## src/rtl/dram_rb_pkg.sv

```systemverilog
package dram_rb_pkg;
  typedef enum logic [1:0] {
    RB_HIT      = 2'd0,
    RB_EMPTY    = 2'd1,
    RB_CONFLICT = 2'd2
  } rb_outc_e;

  typedef enum logic [2:0] {
    ST_IDLE,
    ST_WAIT,
    ST_PRE,
    ST_ACT,
    ST_COL
  } rb_state_e;

  localparam int unsigned RB_NUM_OUTC = 3;
endpackage

```

## src/rtl/dram_rb_phase_timer.sv

```systemverilog
module dram_rb_phase_timer #(
  parameter int unsigned W = 3
) (
  input  logic         clk_i,
  input  logic         rst_ni,
  input  logic         load_i,
  input  logic [W-1:0] val_i,
  output logic         zero_o
);
  logic [W-1:0] cnt_q;

  always_ff @(posedge clk_i or negedge rst_ni) begin
    if (!rst_ni)            cnt_q <= '0;
    else if (load_i)        cnt_q <= val_i;
    else if (cnt_q != '0)   cnt_q <= cnt_q - 1'b1;
  end

  assign zero_o = (cnt_q == '0);
endmodule

```

## src/rtl/dram_rb_bg_pre.sv

```systemverilog
module dram_rb_bg_pre #(
  parameter int unsigned T_PRE = 4
) (
  input  logic clk_i,
  input  logic rst_ni,
  input  logic start_i,
  output logic long_o
);
  localparam int unsigned BW = $clog2(T_PRE + 1);
  logic [BW-1:0] cnt_q;

  always_ff @(posedge clk_i or negedge rst_ni) begin
    if (!rst_ni)           cnt_q <= '0;
    else if (start_i)      cnt_q <= BW'(T_PRE);
    else if (cnt_q != '0)  cnt_q <= cnt_q - 1'b1;
  end

  // more than one precharge cycle still outstanding
  assign long_o = (cnt_q > BW'(1));
endmodule

```

## src/rtl/dram_rb_row_track.sv

```systemverilog
module dram_rb_row_track
  import dram_rb_pkg::*;
#(
  parameter int unsigned ROW_W = 14
) (
  input  logic             clk_i,
  input  logic             rst_ni,
  input  logic             set_i,
  input  logic             clr_i,
  input  logic [ROW_W-1:0] set_row_i,
  input  logic [ROW_W-1:0] look_row_i,
  output rb_outc_e         look_outc_o
);
  logic             valid_q;
  logic [ROW_W-1:0] row_q;

  always_ff @(posedge clk_i or negedge rst_ni) begin
    if (!rst_ni) begin
      valid_q <= 1'b0;
      row_q   <= '0;
    end else if (set_i) begin
      valid_q <= 1'b1;
      row_q   <= set_row_i;
    end else if (clr_i) begin
      valid_q <= 1'b0;
    end
  end

  always_comb begin
    if (!valid_q)                 look_outc_o = RB_EMPTY;
    else if (row_q == look_row_i) look_outc_o = RB_HIT;
    else                          look_outc_o = RB_CONFLICT;
  end
endmodule

```

## src/rtl/dram_rb_sat_cnt.sv

```systemverilog
module dram_rb_sat_cnt #(
  parameter int unsigned W = 16
) (
  input  logic         clk_i,
  input  logic         rst_ni,
  input  logic         inc_i,
  output logic [W-1:0] cnt_o
);
  always_ff @(posedge clk_i or negedge rst_ni) begin
    if (!rst_ni)                    cnt_o <= '0;
    else if (inc_i && cnt_o != '1)  cnt_o <= cnt_o + 1'b1;
  end
endmodule

```

## src/rtl/dram_rowbuf_ctrl.sv

```systemverilog
module dram_rowbuf_ctrl
  import dram_rb_pkg::*;
#(
  parameter int unsigned ROW_W      = 14,
  parameter int unsigned COL_W      = 10,
  parameter int unsigned T_PRE      = 4,
  parameter int unsigned T_ACT      = 4,
  parameter int unsigned T_COL      = 3,
  parameter int unsigned CNT_W      = 16,
  parameter bit          CLOSE_PAGE = 1'b0
) (
  input  logic             clk_i,
  input  logic             rst_ni,
  input  logic             req_valid_i,
  output logic             req_ready_o,
  input  logic             req_write_i,
  input  logic [ROW_W-1:0] req_row_i,
  input  logic [COL_W-1:0] req_col_i,
  output logic             cmd_pre_o,
  output logic             cmd_act_o,
  output logic             cmd_rd_o,
  output logic             cmd_wr_o,
  output logic [ROW_W-1:0] cmd_row_o,
  output logic [COL_W-1:0] cmd_col_o,
  output logic             done_o,
  output logic [1:0]       outcome_o,
  output logic [CNT_W-1:0] hit_cnt_o,
  output logic [CNT_W-1:0] miss_cnt_o,
  output logic [CNT_W-1:0] conf_cnt_o
);
  localparam int unsigned T_MAX = (T_PRE > T_ACT) ? ((T_PRE > T_COL) ? T_PRE : T_COL)
                                                  : ((T_ACT > T_COL) ? T_ACT : T_COL);
  localparam int unsigned TMR_W = $clog2(T_MAX + 1);

  rb_state_e        state_q, state_d;
  logic             first_q;
  logic             wr_q;
  logic [ROW_W-1:0] row_q;
  logic [COL_W-1:0] col_q;
  rb_outc_e         outc_q;
  rb_outc_e         look_outc;
  logic             accept;
  logic             tmr_load;
  logic [TMR_W-1:0] tmr_val;
  logic             tmr_zero;
  logic             col_exit;
  logic             rt_clr;
  logic             bg_start;
  logic             bg_long;
  logic             bg_pre_q;

  assign req_ready_o = (state_q == ST_IDLE);
  assign accept      = req_valid_i && req_ready_o;
  assign bg_start    = CLOSE_PAGE && col_exit;

  always_comb begin
    state_d  = state_q;
    tmr_load = 1'b0;
    tmr_val  = '0;
    col_exit = 1'b0;
    rt_clr   = 1'b0;
    unique case (state_q)
      ST_IDLE: if (accept) begin
        unique case (look_outc)
          RB_HIT: begin
            state_d  = ST_COL;
            tmr_load = 1'b1;
            tmr_val  = TMR_W'(T_COL - 1);
          end
          RB_EMPTY: begin
            if (bg_long) state_d = ST_WAIT;
            else begin
              state_d  = ST_ACT;
              tmr_load = 1'b1;
              tmr_val  = TMR_W'(T_ACT - 1);
            end
          end
          default: begin
            state_d  = ST_PRE;
            tmr_load = 1'b1;
            tmr_val  = TMR_W'(T_PRE - 1);
            rt_clr   = 1'b1;
          end
        endcase
      end
      ST_WAIT: if (!bg_long) begin
        state_d  = ST_ACT;
        tmr_load = 1'b1;
        tmr_val  = TMR_W'(T_ACT - 1);
      end
      ST_PRE: if (tmr_zero) begin
        state_d  = ST_ACT;
        tmr_load = 1'b1;
        tmr_val  = TMR_W'(T_ACT - 1);
      end
      ST_ACT: if (tmr_zero) begin
        state_d  = ST_COL;
        tmr_load = 1'b1;
        tmr_val  = TMR_W'(T_COL - 1);
      end
      ST_COL: if (tmr_zero) begin
        state_d  = ST_IDLE;
        col_exit = 1'b1;
        rt_clr   = CLOSE_PAGE;
      end
      default: state_d = ST_IDLE;
    endcase
  end

  always_ff @(posedge clk_i or negedge rst_ni) begin
    if (!rst_ni) begin
      state_q   <= ST_IDLE;
      first_q   <= 1'b0;
      wr_q      <= 1'b0;
      row_q     <= '0;
      col_q     <= '0;
      outc_q    <= RB_EMPTY;
      done_o    <= 1'b0;
      outcome_o <= 2'd0;
      bg_pre_q  <= 1'b0;
    end else begin
      state_q  <= state_d;
      first_q  <= (state_d != state_q);
      done_o   <= col_exit;
      bg_pre_q <= bg_start;
      if (col_exit) outcome_o <= outc_q;
      if (accept) begin
        wr_q   <= req_write_i;
        row_q  <= req_row_i;
        col_q  <= req_col_i;
        outc_q <= look_outc;
      end
    end
  end

  dram_rb_phase_timer #(.W(TMR_W)) u_tmr (
    .clk_i  (clk_i),
    .rst_ni (rst_ni),
    .load_i (tmr_load),
    .val_i  (tmr_val),
    .zero_o (tmr_zero)
  );

  // row becomes valid at the activate strobe
  dram_rb_row_track #(.ROW_W(ROW_W)) u_rows (
    .clk_i       (clk_i),
    .rst_ni      (rst_ni),
    .set_i       (cmd_act_o),
    .clr_i       (rt_clr),
    .set_row_i   (row_q),
    .look_row_i  (req_row_i),
    .look_outc_o (look_outc)
  );

  generate
    if (CLOSE_PAGE) begin : g_bg
      dram_rb_bg_pre #(.T_PRE(T_PRE)) u_bg (
        .clk_i   (clk_i),
        .rst_ni  (rst_ni),
        .start_i (bg_start),
        .long_o  (bg_long)
      );
    end else begin : g_no_bg
      assign bg_long = 1'b0;
    end
  endgenerate

  logic [RB_NUM_OUTC-1:0] cnt_inc;
  logic [CNT_W-1:0]       cnt_v [RB_NUM_OUTC];

  for (genvar g = 0; g < RB_NUM_OUTC; g++) begin : g_cnt
    assign cnt_inc[g] = col_exit && (outc_q == rb_outc_e'(2'(g)));
    dram_rb_sat_cnt #(.W(CNT_W)) u_cnt (
      .clk_i  (clk_i),
      .rst_ni (rst_ni),
      .inc_i  (cnt_inc[g]),
      .cnt_o  (cnt_v[g])
    );
  end

  assign hit_cnt_o  = cnt_v[RB_HIT];
  assign miss_cnt_o = cnt_v[RB_EMPTY];
  assign conf_cnt_o = cnt_v[RB_CONFLICT];

  assign cmd_pre_o = ((state_q == ST_PRE) && first_q) || bg_pre_q;
  assign cmd_act_o = (state_q == ST_ACT) && first_q;
  assign cmd_rd_o  = (state_q == ST_COL) && first_q && !wr_q;
  assign cmd_wr_o  = (state_q == ST_COL) && first_q && wr_q;
  assign cmd_row_o = row_q;
  assign cmd_col_o = col_q;
endmodule

```

## config.mk

```make
export PLATFORM = sky130hd
export DESIGN_NAME = dram_rowbuf_ctrl
export DESIGN_NICKNAME = d
export VERILOG_FILES = /design/src/rtl/dram_rb_pkg.sv /design/src/rtl/dram_rb_phase_timer.sv /design/src/rtl/dram_rb_bg_pre.sv /design/src/rtl/dram_rb_row_track.sv /design/src/rtl/dram_rb_sat_cnt.sv /design/src/rtl/dram_rowbuf_ctrl.sv
export SDC_FILE = /design/constraint.sdc
export NUM_CORES = 1
export LEC_CHECK = 0
export ABC_AREA = 1
export BUFFER_PORTS_ARGS = -buffer_cell sky130_fd_sc_hd__buf_2
export CAP_MARGIN = 10
export CORE_ASPECT_RATIO = 1.75
export CORE_MARGIN = 2
export CORE_UTILIZATION = 55
export CTS_CLUSTER_SIZE = 25
export DETAILED_ROUTE_END_ITERATION = 10
export PLACE_DENSITY_LB_ADDON = 0.1
export SETUP_SLACK_MARGIN = 0.4
export SLEW_MARGIN = 10
export SYNTH_ARGS = -nofsm -noshare
export SYNTH_HDL_FRONTEND = slang
export SYNTH_SLANG_ARGS = --single-unit
export TNS_END_PERCENT = 50
```

## constraint.sdc

```tcl
create_clock -name clk_i -period 2.5 [get_ports clk_i]
set_clock_uncertainty 0.1 [all_clocks]
set_input_delay 0.25 -clock clk_i [delete_from_list [all_inputs] [get_ports clk_i]]
set_output_delay 0.25 -clock clk_i [all_outputs]
set_load 0.02 [all_outputs]
```

==> flow_summary.html, run 1 <==
<table>
<tr><th>Metric</th><th>Value</th></tr>
<tr><th colspan="2">Place</th></tr>
<tr><td>Minimum setup slack after placement</td><td>0.3531 ns</td></tr>
<tr><td>Final HPWL from detailed placement</td><td>8.437 mm</td></tr>
<tr><td>Count of buffers from port buffering</td><td>107</td></tr>
<tr><td>Cell Area, Placed</td><td>5722 um^2</td></tr>
<tr><td>Global placer's final weighted congestion</td><td>0.9227</td></tr>
<tr><th colspan="2">Synthesis</th></tr>
<tr><td>Area of the mapped netlist</td><td>5070 um^2</td></tr>
<tr><td>Share of Yosys cell area claimed by the top area cell type</td><td>48.86%</td></tr>
<tr><td>Share of async-settable or async-resettable flops after synthesis</td><td>100.0%</td></tr>
<tr><td>Post-synthesis adder-cell area fraction</td><td>1.234%</td></tr>
<tr><td>Synth cell count leaders</td><td>sky130_fd_sc_hd__nand2_1 (210), sky130_fd_sc_hd__dfrtp_1 (99), sky130_fd_sc_hd__inv_1 (67)</td></tr>
<tr><td>Number of cells produced by synthesis</td><td>619</td></tr>
<tr><td>Proportion of synthesized chip area in sequential cells</td><td>49.38%</td></tr>
<tr><td>Mean area per synthesized cell</td><td>8.190 um^2</td></tr>
<tr><td>Multiplexer share of the synthesized area</td><td>0%</td></tr>
<tr><td>Cell with the most instances after synthesis</td><td>sky130_fd_sc_hd__nand2_1</td></tr>
<tr><td>Yosys warning count</td><td>0</td></tr>
<tr><td>Number of different library cells in the post-synthesis netlist</td><td>34</td></tr>
<tr><td>EDFF count, synth</td><td>0</td></tr>
<tr><td>Leading post-synthesis cells by cell area</td><td>sky130_fd_sc_hd__dfrtp_1 (49%), sky130_fd_sc_hd__nand2_1 (16%), sky130_fd_sc_hd__xor2_1 (5.7%)</td></tr>
<tr><td>Number of nets produced by synthesis</td><td>652</td></tr>
<tr><td>Xor/xnor share of the synthesized area</td><td>7.947%</td></tr>
<tr><td>Combinational family with the most area after synthesis</td><td>simple AND/OR/NAND/NOR gates</td></tr>
<tr><td>Primary FF master, synth</td><td>sky130_fd_sc_hd__dfrtp_1</td></tr>
<tr><td>Post-synthesis compound-gate area fraction</td><td>4.911%</td></tr>
<tr><td>Synthesized-area fraction occupied by and/or/nand/nor cells</td><td>29.17%</td></tr>
<tr><td>Leading area contributor after synthesis</td><td>sky130_fd_sc_hd__dfrtp_1</td></tr>
<tr><td>Flop and latch count out of synthesis</td><td>100</td></tr>
<tr><th colspan="2">Clocking</th></tr>
<tr><td>Clock insertion delay at the later pin of the skew report</td><td>0.34 ns</td></tr>
<tr><td>Root buffer selected by CTS</td><td>sky130_fd_sc_hd__clkbuf_16</td></tr>
<tr><td>TritonCTS clock tree</td><td>done</td></tr>
<tr><td>CTS H-Tree Depth</td><td>3</td></tr>
<tr><td>Clock transition at path regs</td><td>0.07 ns</td></tr>
<tr><td>CTS max path bufs</td><td>2</td></tr>
<tr><td>Number of buffers inserted during clock tree synthesis</td><td>9</td></tr>
<tr><td>Clock Sinks</td><td>100</td></tr>
<tr><th colspan="2">Power and ir drop</th></tr>
<tr><td>Max IR drop VDD</td><td>0.6025 mV</td></tr>
<tr><td>Areal power density over the cells</td><td>854.7 nW/um^2</td></tr>
<tr><td>Power after layout</td><td>5.237 mW</td></tr>
<tr><td>Lkg Pwr</td><td>3.156 nW</td></tr>
<tr><th colspan="2">Setup path</th></tr>
<tr><td>Worst path arrival time</td><td>2.11 ns</td></tr>
<tr><td>Worst path cell trace</td><td>inv_1 -&gt; ha_1 -&gt; inv_1 -&gt; nor2_4 -&gt; nand2_2 -&gt; nor3_2 -&gt; nand2_4 -&gt; inv_4 -&gt; nand2_1 -&gt; xor2_1</td></tr>
<tr><td>Number of buffers and inverters on the critical path</td><td>3</td></tr>
<tr><td>Most frequent cell on the critical path</td><td>sky130_fd_sc_hd__inv_1</td></tr>
<tr><td>Highest cell delay on the worst timing path</td><td>0.40 ns</td></tr>
<tr><td>Critical Path Start Type</td><td>register</td></tr>
<tr><td>Reg-to-reg critical path startpoint</td><td>u_tmr.cnt_q[0]</td></tr>
<tr><td>R2R Setup Slk</td><td>0.51 ns</td></tr>
<tr><td>Cell family with most CP delay</td><td>simple AND/OR/NAND/NOR gates</td></tr>
<tr><td>Highest-delay cell along the critical path</td><td>sky130_fd_sc_hd__dfrtp_1</td></tr>
<tr><td>CP Depth</td><td>10</td></tr>
<tr><td>Number of cell instances on the worst register-to-register path</td><td>10</td></tr>
<tr><td>End point of the critical path</td><td>g_cnt[2].u_cnt.cnt_o[6]</td></tr>
<tr><td>Max FO, Critical Path</td><td>13</td></tr>
<tr><td>Source of the critical timing path</td><td>u_tmr.cnt_q[0]</td></tr>
<tr><td>Critical Path Sink Type</td><td>register</td></tr>
<tr><td>Critical Path RT</td><td>2.62 ns</td></tr>
<tr><td>Worst R2R End</td><td>g_cnt[2].u_cnt.cnt_o[6]</td></tr>
<tr><td>Critical setup path kind</td><td>reg2reg</td></tr>
<tr><th colspan="2">Floorplanning</th></tr>
<tr><td>Number of placement rows</td><td>46</td></tr>
<tr><td>Full die area</td><td>10030 um^2</td></tr>
<tr><td>Horiz. Die Dim</td><td>76.58 um</td></tr>
<tr><td>I/O Pins</td><td>108</td></tr>
<tr><td>Height of the die</td><td>131.0 um</td></tr>
<tr><td>Starting utilization of the core area</td><td>56.11%</td></tr>
<tr><td>Area inside the core boundary</td><td>9036 um^2</td></tr>
<tr><th colspan="2">Flow run</th></tr>
<tr><td>Max-cap violations</td><td>0</td></tr>
<tr><th colspan="2">Min path</th></tr>
<tr><td>Classification of the worst-slack hold path</td><td>in2reg</td></tr>
<tr><td>Launch instance of the worst min-delay path</td><td>req_col_i[7]</td></tr>
<tr><th colspan="2">Detailed routing</th></tr>
<tr><td>Routed Antenna Nets</td><td>0</td></tr>
<tr><td>Final routed DRC violation total</td><td>0</td></tr>
<tr><td>Detailed-router iteration count before antenna repair</td><td>4</td></tr>
<tr><td>Aggregate routed wire length</td><td>11.27 mm</td></tr>
<tr><td>Via-to-Cell Ratio</td><td>5.051</td></tr>
<tr><td>Via count</td><td>4349</td></tr>
<tr><td>First-iteration detailed-routing DRC count</td><td>194</td></tr>
<tr><td>WL per Instance</td><td>13.09 um</td></tr>
<tr><th colspan="2">Cells and area</th></tr>
<tr><td>Area Growth Syn to Fin</td><td>20.85%</td></tr>
<tr><td>Post-layout nets</td><td>770</td></tr>
<tr><td>Final instance area</td><td>6127 um^2</td></tr>
<tr><td>Inserted Diodes</td><td>0</td></tr>
<tr><td>Share of cells above drive strength 1</td><td>22.27%</td></tr>
<tr><td>Filler Cells Inserted</td><td>742</td></tr>
<tr><th colspan="2">Global route</th></tr>
<tr><td>Global Route Usage Sum</td><td>23.48%</td></tr>
<tr><td>Number of antenna violations at the first check in global routing</td><td>0</td></tr>
<tr><td>Largest net degree at the start of global routing</td><td>36</td></tr>
<tr><td>Vias in the first global route</td><td>4229</td></tr>
<tr><td>Congestion Overflow GR</td><td>0</td></tr>
<tr><td>Global-route wire length before repair</td><td>19.00 mm</td></tr>
<tr><th colspan="2">Timing</th></tr>
<tr><td>F_max</td><td>0.5019 GHz</td></tr>
<tr><td>Total of endpoints with negative setup slack in the final report</td><td>0</td></tr>
<tr><td>Final critical delay including setup and external delays</td><td>1.992 ns</td></tr>
<tr><td>Final-report max-slew violation count</td><td>0</td></tr>
<tr><td>Worst-margin pin slew</td><td>0.4112 ns</td></tr>
<tr><td>Final WS setup</td><td>0.5075 ns</td></tr>
<tr><td>Max transition margin</td><td>72.59%</td></tr>
<tr><td>RSZ-0062 raised after global routing</td><td>yes</td></tr>
<tr><td>Setup total negative slack</td><td>0 ns</td></tr>
<tr><td>Ratio of final minimum period to clock period</td><td>79.70%</td></tr>
<tr><td>Endpoints failing hold</td><td>0</td></tr>
<tr><td>Post-Route Hold Slack</td><td>0.01814 ns</td></tr>
<tr><th colspan="2">Status</th></tr>
<tr><td>Result of the run</td><td>finished clean</td></tr>
</table>
## metal layers
metal  wire (um)  global-route usage [%]
met5           0                       0
met4         207                   10.05
met3         459                   4.190
met2        6227                   43.15
met1        4373                   26.91
## placed cells by master (no fill, tap or decap), types with 2 or more instances in the layout
master	netlist	layout
sky130_fd_sc_hd__nand2_1	210	209
sky130_fd_sc_hd__buf_2	3	106
sky130_fd_sc_hd__dfrtp_1	99	98
sky130_fd_sc_hd__inv_1	67	66
sky130_fd_sc_hd__nor2_1	40	40
sky130_fd_sc_hd__o21ai_0	39	39
sky130_fd_sc_hd__xor2_1	33	33
sky130_fd_sc_hd__nand3_1	22	22
sky130_fd_sc_hd__nor3_1	22	20
sky130_fd_sc_hd__xnor2_1	13	13
sky130_fd_sc_hd__nand4_1	11	11
sky130_fd_sc_hd__clkbuf_16	0	9
sky130_fd_sc_hd__buf_4	0	9
sky130_fd_sc_hd__nand2_2	8	7
sky130_fd_sc_hd__nor2_4	5	5
sky130_fd_sc_hd__ha_1	5	5
sky130_fd_sc_hd__inv_2	5	4
sky130_fd_sc_hd__nor3_4	1	3
sky130_fd_sc_hd__nor3b_1	3	3
sky130_fd_sc_hd__nor3_2	3	3
sky130_fd_sc_hd__nand2_4	1	3
sky130_fd_sc_hd__nand3b_1	3	3
sky130_fd_sc_hd__o21ai_1	3	3
sky130_fd_sc_hd__dlygate4sd3_1	0	3
sky130_fd_sc_hd__nor2_2	2	2
sky130_fd_sc_hd__o211ai_1	2	2
sky130_fd_sc_hd__inv_4	0	2
sky130_fd_sc_hd__a21oi_1	2	2
sky130_fd_sc_hd__clkbuf_8	0	2
sky130_fd_sc_hd__clkinv_2	1	2
## worst min path at each step
stage / end / cells past startpoint
after floorplan: cmd_col_o[0] / 0
after global placement: g_cnt[2].u_cnt.cnt_o[3] / 1
after detailed placement: g_cnt[2].u_cnt.cnt_o[3] / 1
after CTS: cmd_col_o[7] / 3
after global routing: cmd_col_o[2] / 3
final: cmd_col_o[7] / 3
## stage by stage
stage               util (%)  std cells
detailed placement     63.32        840
global placement       63.32        840
finish                 67.81        861
global route           67.81        861
CTS                    67.10        858
floorplan                  -        619
## state kept, by name, summed over array words and instances (netlist names)
signal             flops
u_rows.valid_q         1
u_tmr.cnt_q            3
u_rows.row_q          14
g_cnt.u_cnt.cnt_o     48
done_o                 1
cmd_col_o             10
wr_q                   1
first_q                1
state_q                3
outcome_o              2
outc_q                 2
cmd_row_o             14
## tightest hold or removal path, delay by kind of cell
kind                   cells  cell delay (ns)
AND/OR/NAND/NOR            2             0.10
buffers and inverters      1             0.07
## power breakdown
part	internal (mW)	leakage [nW]	switching [mW]
logic	0.542	1.69	1.04
registers	2.00	1.32	0.257
clock network	0.823	0.151	0.575
total	3.36	3.16	1.87
## cell families (layout without fill, tap and decap cells)
group | Yosys count | count (layout)
buf+inv | 86 | 208
fa+ha+maj | 5 | 5
simple gates | 334 | 334
xor+xnor | 46 | 46
flops | 100 | 100
compound gates | 48 | 48
## repair_timing
| action | 4_1_cts | 5_1_grt |
|---|---|---|
| hold buffers | 3 | 0 |
| buffers inserted | 0 | 3 |
| pin swaps | 0 | 2 |
| resized for setup | 3 | 12 |
| hold endpoints to repair | 29 | 0 |
| setup endpoints to repair | 4 | 27 |
## cell type report
| class | instances | area [um^2] | share of cell area (%) |
|---|---|---|---|
| repair buffers | 119 | 648.1 | 10.58 |
| flip-flops and latches | 100 | 2505 | 40.88 |
| well taps | 120 | 150.1 | 2.450 |
| inverters | 74 | 294.0 | 4.799 |
| clock buffers | 11 | 252.7 | 4.125 |
| multi-input cells | 433 | 2228 | 36.37 |
| clock inverters | 4 | 48.80 | 0.7964 |
No activity file was read; power rests on OpenSTA's default activity.
==> inputs of run 2 (changes only) <==
ABC_AREA = 0   (was 1)
CORE_UTILIZATION = 48   (was 55)
clock period = 1.6 ns   (was 2.5 ns; I/O delays follow)
==> run 2 against run 1 <==
Against the previous run:
- the run now ends with negative setup slack left
- routed wire length increased by 38%
- core utilization increased by 19 points
- cell area increased by 33%
- sequential share of layout area decreased by 10 points
- critical path depth decreased by 3
- power increased by 96%
- sequential power increased by 58%
- flip-flop and latch count unchanged
- register-to-register slack got worse by 1.2 ns
- worst setup slack got worse by 1.2 ns
- synthesized area decreased by 10%
- non-clock buffer count increased by 145
- critical endpoint is now g_cnt[0].u_cnt.cnt_o[14]
==> flow_summary.html, run 2 <==
<table>
<tr><th>Metric</th><th>Value</th></tr>
<tr><th colspan="2">Synthesis</th></tr>
<tr><td>Proportion of synthesized chip area in sequential cells</td><td>55.06% (+5.7 points)</td></tr>
<tr><td>Cell with the most instances after synthesis</td><td>sky130_fd_sc_hd__nand2_1</td></tr>
<tr><td>EDFF count, synth</td><td>0 (unchanged)</td></tr>
<tr><td>Number of cells produced by synthesis</td><td>428 (-31%)</td></tr>
<tr><td>Share of async-settable or async-resettable flops after synthesis</td><td>100.0% (unchanged)</td></tr>
<tr><td>Number of nets produced by synthesis</td><td>461 (-29%)</td></tr>
<tr><td>Number of different library cells in the post-synthesis netlist</td><td>47 (+38%)</td></tr>
<tr><td>Leading area contributor after synthesis</td><td>sky130_fd_sc_hd__dfrtp_1</td></tr>
<tr><td>Leading post-synthesis cells by cell area</td><td>sky130_fd_sc_hd__dfrtp_1 (54%), sky130_fd_sc_hd__nand2_1 (8.6%), sky130_fd_sc_hd__xnor2_1 (7.5%)</td></tr>
<tr><td>Share of Yosys cell area claimed by the top area cell type</td><td>54.49% (+5.6 points)</td></tr>
<tr><td>Flop and latch count out of synthesis</td><td>100 (unchanged)</td></tr>
<tr><td>Area of the mapped netlist</td><td>4547 um^2 (-10%)</td></tr>
<tr><td>Mean area per synthesized cell</td><td>10.62 um^2 (+30%)</td></tr>
<tr><td>Primary FF master, synth</td><td>sky130_fd_sc_hd__dfrtp_1</td></tr>
<tr><td>Synth cell count leaders</td><td>sky130_fd_sc_hd__nand2_1 (104), sky130_fd_sc_hd__dfrtp_1 (99), sky130_fd_sc_hd__xnor2_1 (39)</td></tr>
<tr><td>Yosys warning count</td><td>0 (unchanged)</td></tr>
<tr><th colspan="2">Clocking</th></tr>
<tr><td>TritonCTS clock tree</td><td>done</td></tr>
<tr><td>Clock insertion delay at the later pin of the skew report</td><td>0.35 ns (about the same)</td></tr>
<tr><td>Number of buffers inserted during clock tree synthesis</td><td>9 (unchanged)</td></tr>
<tr><td>Clock Sinks</td><td>100 (unchanged)</td></tr>
<tr><td>Root buffer selected by CTS</td><td>sky130_fd_sc_hd__clkbuf_16</td></tr>
<tr><td>Clock transition at path regs</td><td>0.07 ns (about the same)</td></tr>
<tr><td>CTS H-Tree Depth</td><td>3 (unchanged)</td></tr>
<tr><td>CTS max path bufs</td><td>2 (unchanged)</td></tr>
<tr><th colspan="2">Place</th></tr>
<tr><td>Final HPWL from detailed placement</td><td>7.946 mm (-5.8%)</td></tr>
<tr><td>Cell Area, Placed</td><td>6037 um^2 (+5.5%)</td></tr>
<tr><td>Minimum setup slack after placement</td><td>-0.6069 ns (-0.9600 ns)</td></tr>
<tr><td>Count of buffers from port buffering</td><td>107 (unchanged)</td></tr>
<tr><td>Global placer's final weighted congestion</td><td>0.8277 (-10%)</td></tr>
<tr><th colspan="2">Setup path</th></tr>
<tr><td>Critical Path RT</td><td>1.77 ns (-0.85 ns)</td></tr>
<tr><td>Critical Path Sink Type</td><td>register</td></tr>
<tr><td>Critical setup path kind</td><td>reg2reg</td></tr>
<tr><td>Critical Path Start Type</td><td>register</td></tr>
<tr><td>Max FO, Critical Path</td><td>4 (-9)</td></tr>
<tr><td>Worst path arrival time</td><td>2.49 ns (+0.38 ns)</td></tr>
<tr><th colspan="2">Global route</th></tr>
<tr><td>Global Route Usage Sum</td><td>27.04% (+3.6 points)</td></tr>
<tr><td>Vias in the first global route</td><td>4665 (+10%)</td></tr>
<tr><td>Congestion Overflow GR</td><td>0 (unchanged)</td></tr>
<tr><td>Largest net degree at the start of global routing</td><td>101 (+180%)</td></tr>
<tr><td>Met1 Usage GRT</td><td>29.83% (+2.9 points)</td></tr>
<tr><td>Number of antenna violations at the first check in global routing</td><td>0 (unchanged)</td></tr>
<tr><td>Layer with the highest usage</td><td>met2</td></tr>
<tr><td>GR Layer Usage met2</td><td>51.11% (+8.0 points)</td></tr>
<tr><td>Global-route wire length before repair</td><td>22.14 mm (+17%)</td></tr>
<tr><td>Met3 layer usage reported by global route</td><td>4.707% (+0.52 points)</td></tr>
<tr><th colspan="2">Timing</th></tr>
<tr><td>Ratio of final minimum period to clock period</td><td>145.0% (+65 points)</td></tr>
<tr><td>Endpoints failing hold</td><td>0 (unchanged)</td></tr>
<tr><td>Worst-margin pin slew</td><td>0.5474 ns (+0.1362 ns)</td></tr>
<tr><td>Max transition margin</td><td>63.51% (-9.1 points)</td></tr>
<tr><td>RSZ-0062 raised after global routing</td><td>yes</td></tr>
<tr><td>Final WS setup</td><td>-0.7195 ns (-1.227 ns)</td></tr>
<tr><td>Final-report max-slew violation count</td><td>0 (unchanged)</td></tr>
<tr><td>F_max</td><td>0.4311 GHz (-14%)</td></tr>
<tr><td>Total of endpoints with negative setup slack in the final report</td><td>103 (+103)</td></tr>
<tr><td>Final critical delay including setup and external delays</td><td>2.320 ns (+0.3270 ns)</td></tr>
<tr><th colspan="2">Detailed routing</th></tr>
<tr><td>Final routed DRC violation total</td><td>0 (unchanged)</td></tr>
<tr><td>First-iteration detailed-routing DRC count</td><td>218 (+12%)</td></tr>
<tr><td>Via-to-Cell Ratio</td><td>5.354 (+6.0%)</td></tr>
<tr><td>Detailed-router iteration count before antenna repair</td><td>5 (+1)</td></tr>
<tr><td>Via count</td><td>4390 (+0.94%)</td></tr>
<tr><td>WL per Instance</td><td>19.01 um (+45%)</td></tr>
<tr><td>Routed Antenna Nets</td><td>0 (unchanged)</td></tr>
<tr><td>Aggregate routed wire length</td><td>15.59 mm (+38%)</td></tr>
<tr><th colspan="2">Cells and area</th></tr>
<tr><td>Number of flip-flops under the largest register name</td><td>48 (unchanged)</td></tr>
<tr><td>Leading cell types in the layout, fill and taps excluded</td><td>sky130_fd_sc_hd__buf_6 (120), sky130_fd_sc_hd__dfrtp_1 (96), sky130_fd_sc_hd__nand2_1 (91)</td></tr>
<tr><td>Post-layout nets</td><td>726 (-5.7%)</td></tr>
<tr><td>Final instance area</td><td>8139 um^2 (+33%)</td></tr>
<tr><td>Utilization after layout</td><td>87.05% (+19 points)</td></tr>
<tr><td>Inserted Diodes</td><td>0 (unchanged)</td></tr>
<tr><td>Area of combinational cells with multiple inputs</td><td>2557 um^2 (+15%)</td></tr>
<tr><td>Register area</td><td>2507 um^2 (about the same)</td></tr>
<tr><td>Area Growth Syn to Fin</td><td>79.00%</td></tr>
<tr><td>Most common cell after layout, fill and taps aside</td><td>sky130_fd_sc_hd__buf_6</td></tr>
<tr><td>Share of cells above drive strength 1</td><td>51.86% (+30 points)</td></tr>
<tr><td>Filler Cells Inserted</td><td>442 (-40%)</td></tr>
<tr><td>Largest register by flop count</td><td>g_cnt.u_cnt.cnt_o</td></tr>
<tr><th colspan="2">Power and ir drop</th></tr>
<tr><td>Pint</td><td>6.956 mW (+110%)</td></tr>
<tr><td>Net switching power of the design</td><td>3.333 mW (+78%)</td></tr>
<tr><td>Clock share of power</td><td>26.3% (-0.4 points)</td></tr>
<tr><td>Part of the power in combinational logic</td><td>39.1% (+8.9 points)</td></tr>
<tr><td>Max IR drop VDD</td><td>1.255 mV (+110%)</td></tr>
<tr><td>Fraction of power spent switching nets</td><td>32.40% (-3.3 points)</td></tr>
<tr><td>Lkg Pwr</td><td>4.160 nW (+32%)</td></tr>
<tr><td>Areal power density over the cells</td><td>1264 nW/um^2 (+48%)</td></tr>
<tr><td>Sequential share of power</td><td>34.6% (-8.5 points)</td></tr>
<tr><th colspan="2">Floorplanning</th></tr>
<tr><td>Area inside the core boundary</td><td>9350 um^2 (+3.5%)</td></tr>
<tr><td>Height of the die</td><td>132.8 um (+1.3%)</td></tr>
<tr><td>Full die area</td><td>10300 um^2 (+2.6%)</td></tr>
<tr><td>Horiz. Die Dim</td><td>77.57 um (+1.3%)</td></tr>
<tr><td>Number of placement rows</td><td>47 (+2.2%)</td></tr>
<tr><td>Starting utilization of the core area</td><td>48.63% (-7.5 points)</td></tr>
<tr><td>I/O Pins</td><td>108 (unchanged)</td></tr>
<tr><th colspan="2">Status</th></tr>
<tr><td>Violated checks</td><td>negative setup slack</td></tr>
<tr><td>Result of the run</td><td>complete, but fails checks</td></tr>
<tr><th colspan="2">Flow run</th></tr>
<tr><td>Max-cap violations</td><td>0 (unchanged)</td></tr>
<tr><th colspan="2">Min path</th></tr>
<tr><td>Classification of the worst-slack hold path</td><td>in2reg</td></tr>
</table>
-- run 2: changes by cell type after synthesis, moves of 7 or more --
| cell | delta |
|---|---|
| sky130_fd_sc_hd__inv_1 | -59 |
| sky130_fd_sc_hd__mux2_2 | +17 |
| sky130_fd_sc_hd__nand2_1 | -106 |
| sky130_fd_sc_hd__nand2_2 | -8 |
| sky130_fd_sc_hd__nand4_1 | +7 |
| sky130_fd_sc_hd__nor2_1 | -18 |
| sky130_fd_sc_hd__nor3_1 | -14 |
| sky130_fd_sc_hd__o21ai_0 | -36 |
| sky130_fd_sc_hd__xnor2_1 | +26 |
| sky130_fd_sc_hd__xor2_1 | -12 |
-- run 2: worst paths after layout --
check | depth (start not counted) | to | startpoint | slack [ns]
setup / recovery | 7 | g_cnt[0].u_cnt.cnt_o[14] | u_tmr.cnt_q[1] | -0.72
hold / removal | 3 | first_q | req_valid_i | 0.10
setup reg to reg | 7 | g_cnt[0].u_cnt.cnt_o[14] | u_tmr.cnt_q[1] | -0.72
hold reg to reg | 1 | outc_q[0] | u_rows.valid_q | 0.37
max in group asynchronous | 3 | g_cnt[1].u_cnt.cnt_o[0] | rst_ni | 0.66
min in group asynchronous | 3 | g_cnt[2].u_cnt.cnt_o[4] | rst_ni | 0.30
-- run 2: area by class of cell --
cell class	count	area share [%]
timing repair buffer	264	30.87
inverter	8	0.4304
sequential	100	30.81
clock buffer	10	2.936
multi-input combinational	310	31.42
tap	122	1.875
clock inverter	6	1.660
-- run 2: logic make-up after synthesis --
group | synth area share, %
flops | 55.06
xor+xnor | 11.56
buf+inv | 1.679
simple gates | 22.95
compound gates | 2.944
fa+ha+maj | 1.376
mux | 4.430
-- run 2: per-layer routing --
| metal | vias up | part of all wire (%) | wire [um] |
|---|---|---|---|
| li1 | 1987 | - | - |
| met1 | 2211 | 35 | 5491 |
| met2 | 154 | 58 | 9062 |
| met3 | 38 | 3.5 | 552 |
| met4 | 0 | 3.1 | 479 |
| met5 | - | 0 | 0 |
-- run 2: power groups by stage --
stage / registers (mW) / clock network, mW / logic [mW]
final: 3.56 / 2.71 / 4.02
after global routing: 3.61 / 2.84 / 4.31
after CTS: 3.51 / 2.70 / 3.54
after detailed placement: 3.54 / 0 / 2.70
after global placement: 3.50 / 0 / 2.64
after floorplan: 3.88 / 0 / 1.35
-- run 2: critical path, cell delays in order, from the launching register on --
cell,delay (ns)
sky130_fd_sc_hd__dfrtp_1,0.39
sky130_fd_sc_hd__inv_2,0.09
sky130_fd_sc_hd__ha_4,0.12
sky130_fd_sc_hd__or4b_4,0.45
sky130_fd_sc_hd__or2_4,0.28
sky130_fd_sc_hd__a211oi_4,0.36
sky130_fd_sc_hd__nor3b_4,0.27
sky130_fd_sc_hd__xor2_1,0.18
-- run 2: per-stage QoR --
| step | hold slack (ns) | instances | total power, mW | TNS, ns |
|---|---|---|---|---|
| 2_1_floorplan | -0.2356 | 428 | 5.228 | -14.82 |
| 3_3_place_gp | 0.1654 | 738 | 6.134 | -14.82 |
| 3_5_place_dp | 0.1649 | 738 | 6.245 | -17.54 |
| 4_1_cts | 0.1077 | 803 | 9.749 | -21.50 |
| 5_1_grt | 0.1177 | 820 | 10.76 | -33.97 |
| 6_report | 0.1009 | 820 | 10.29 | -28.42 |
-- run 2: timing repair --
item	CTS	global route
gates resized for setup	216	69
hold endpoints to repair	124	0
pin swaps	60	46
setup endpoints to repair	150	156
gates cloned	1	1
hold buffers	26	0
buffers inserted	22	16
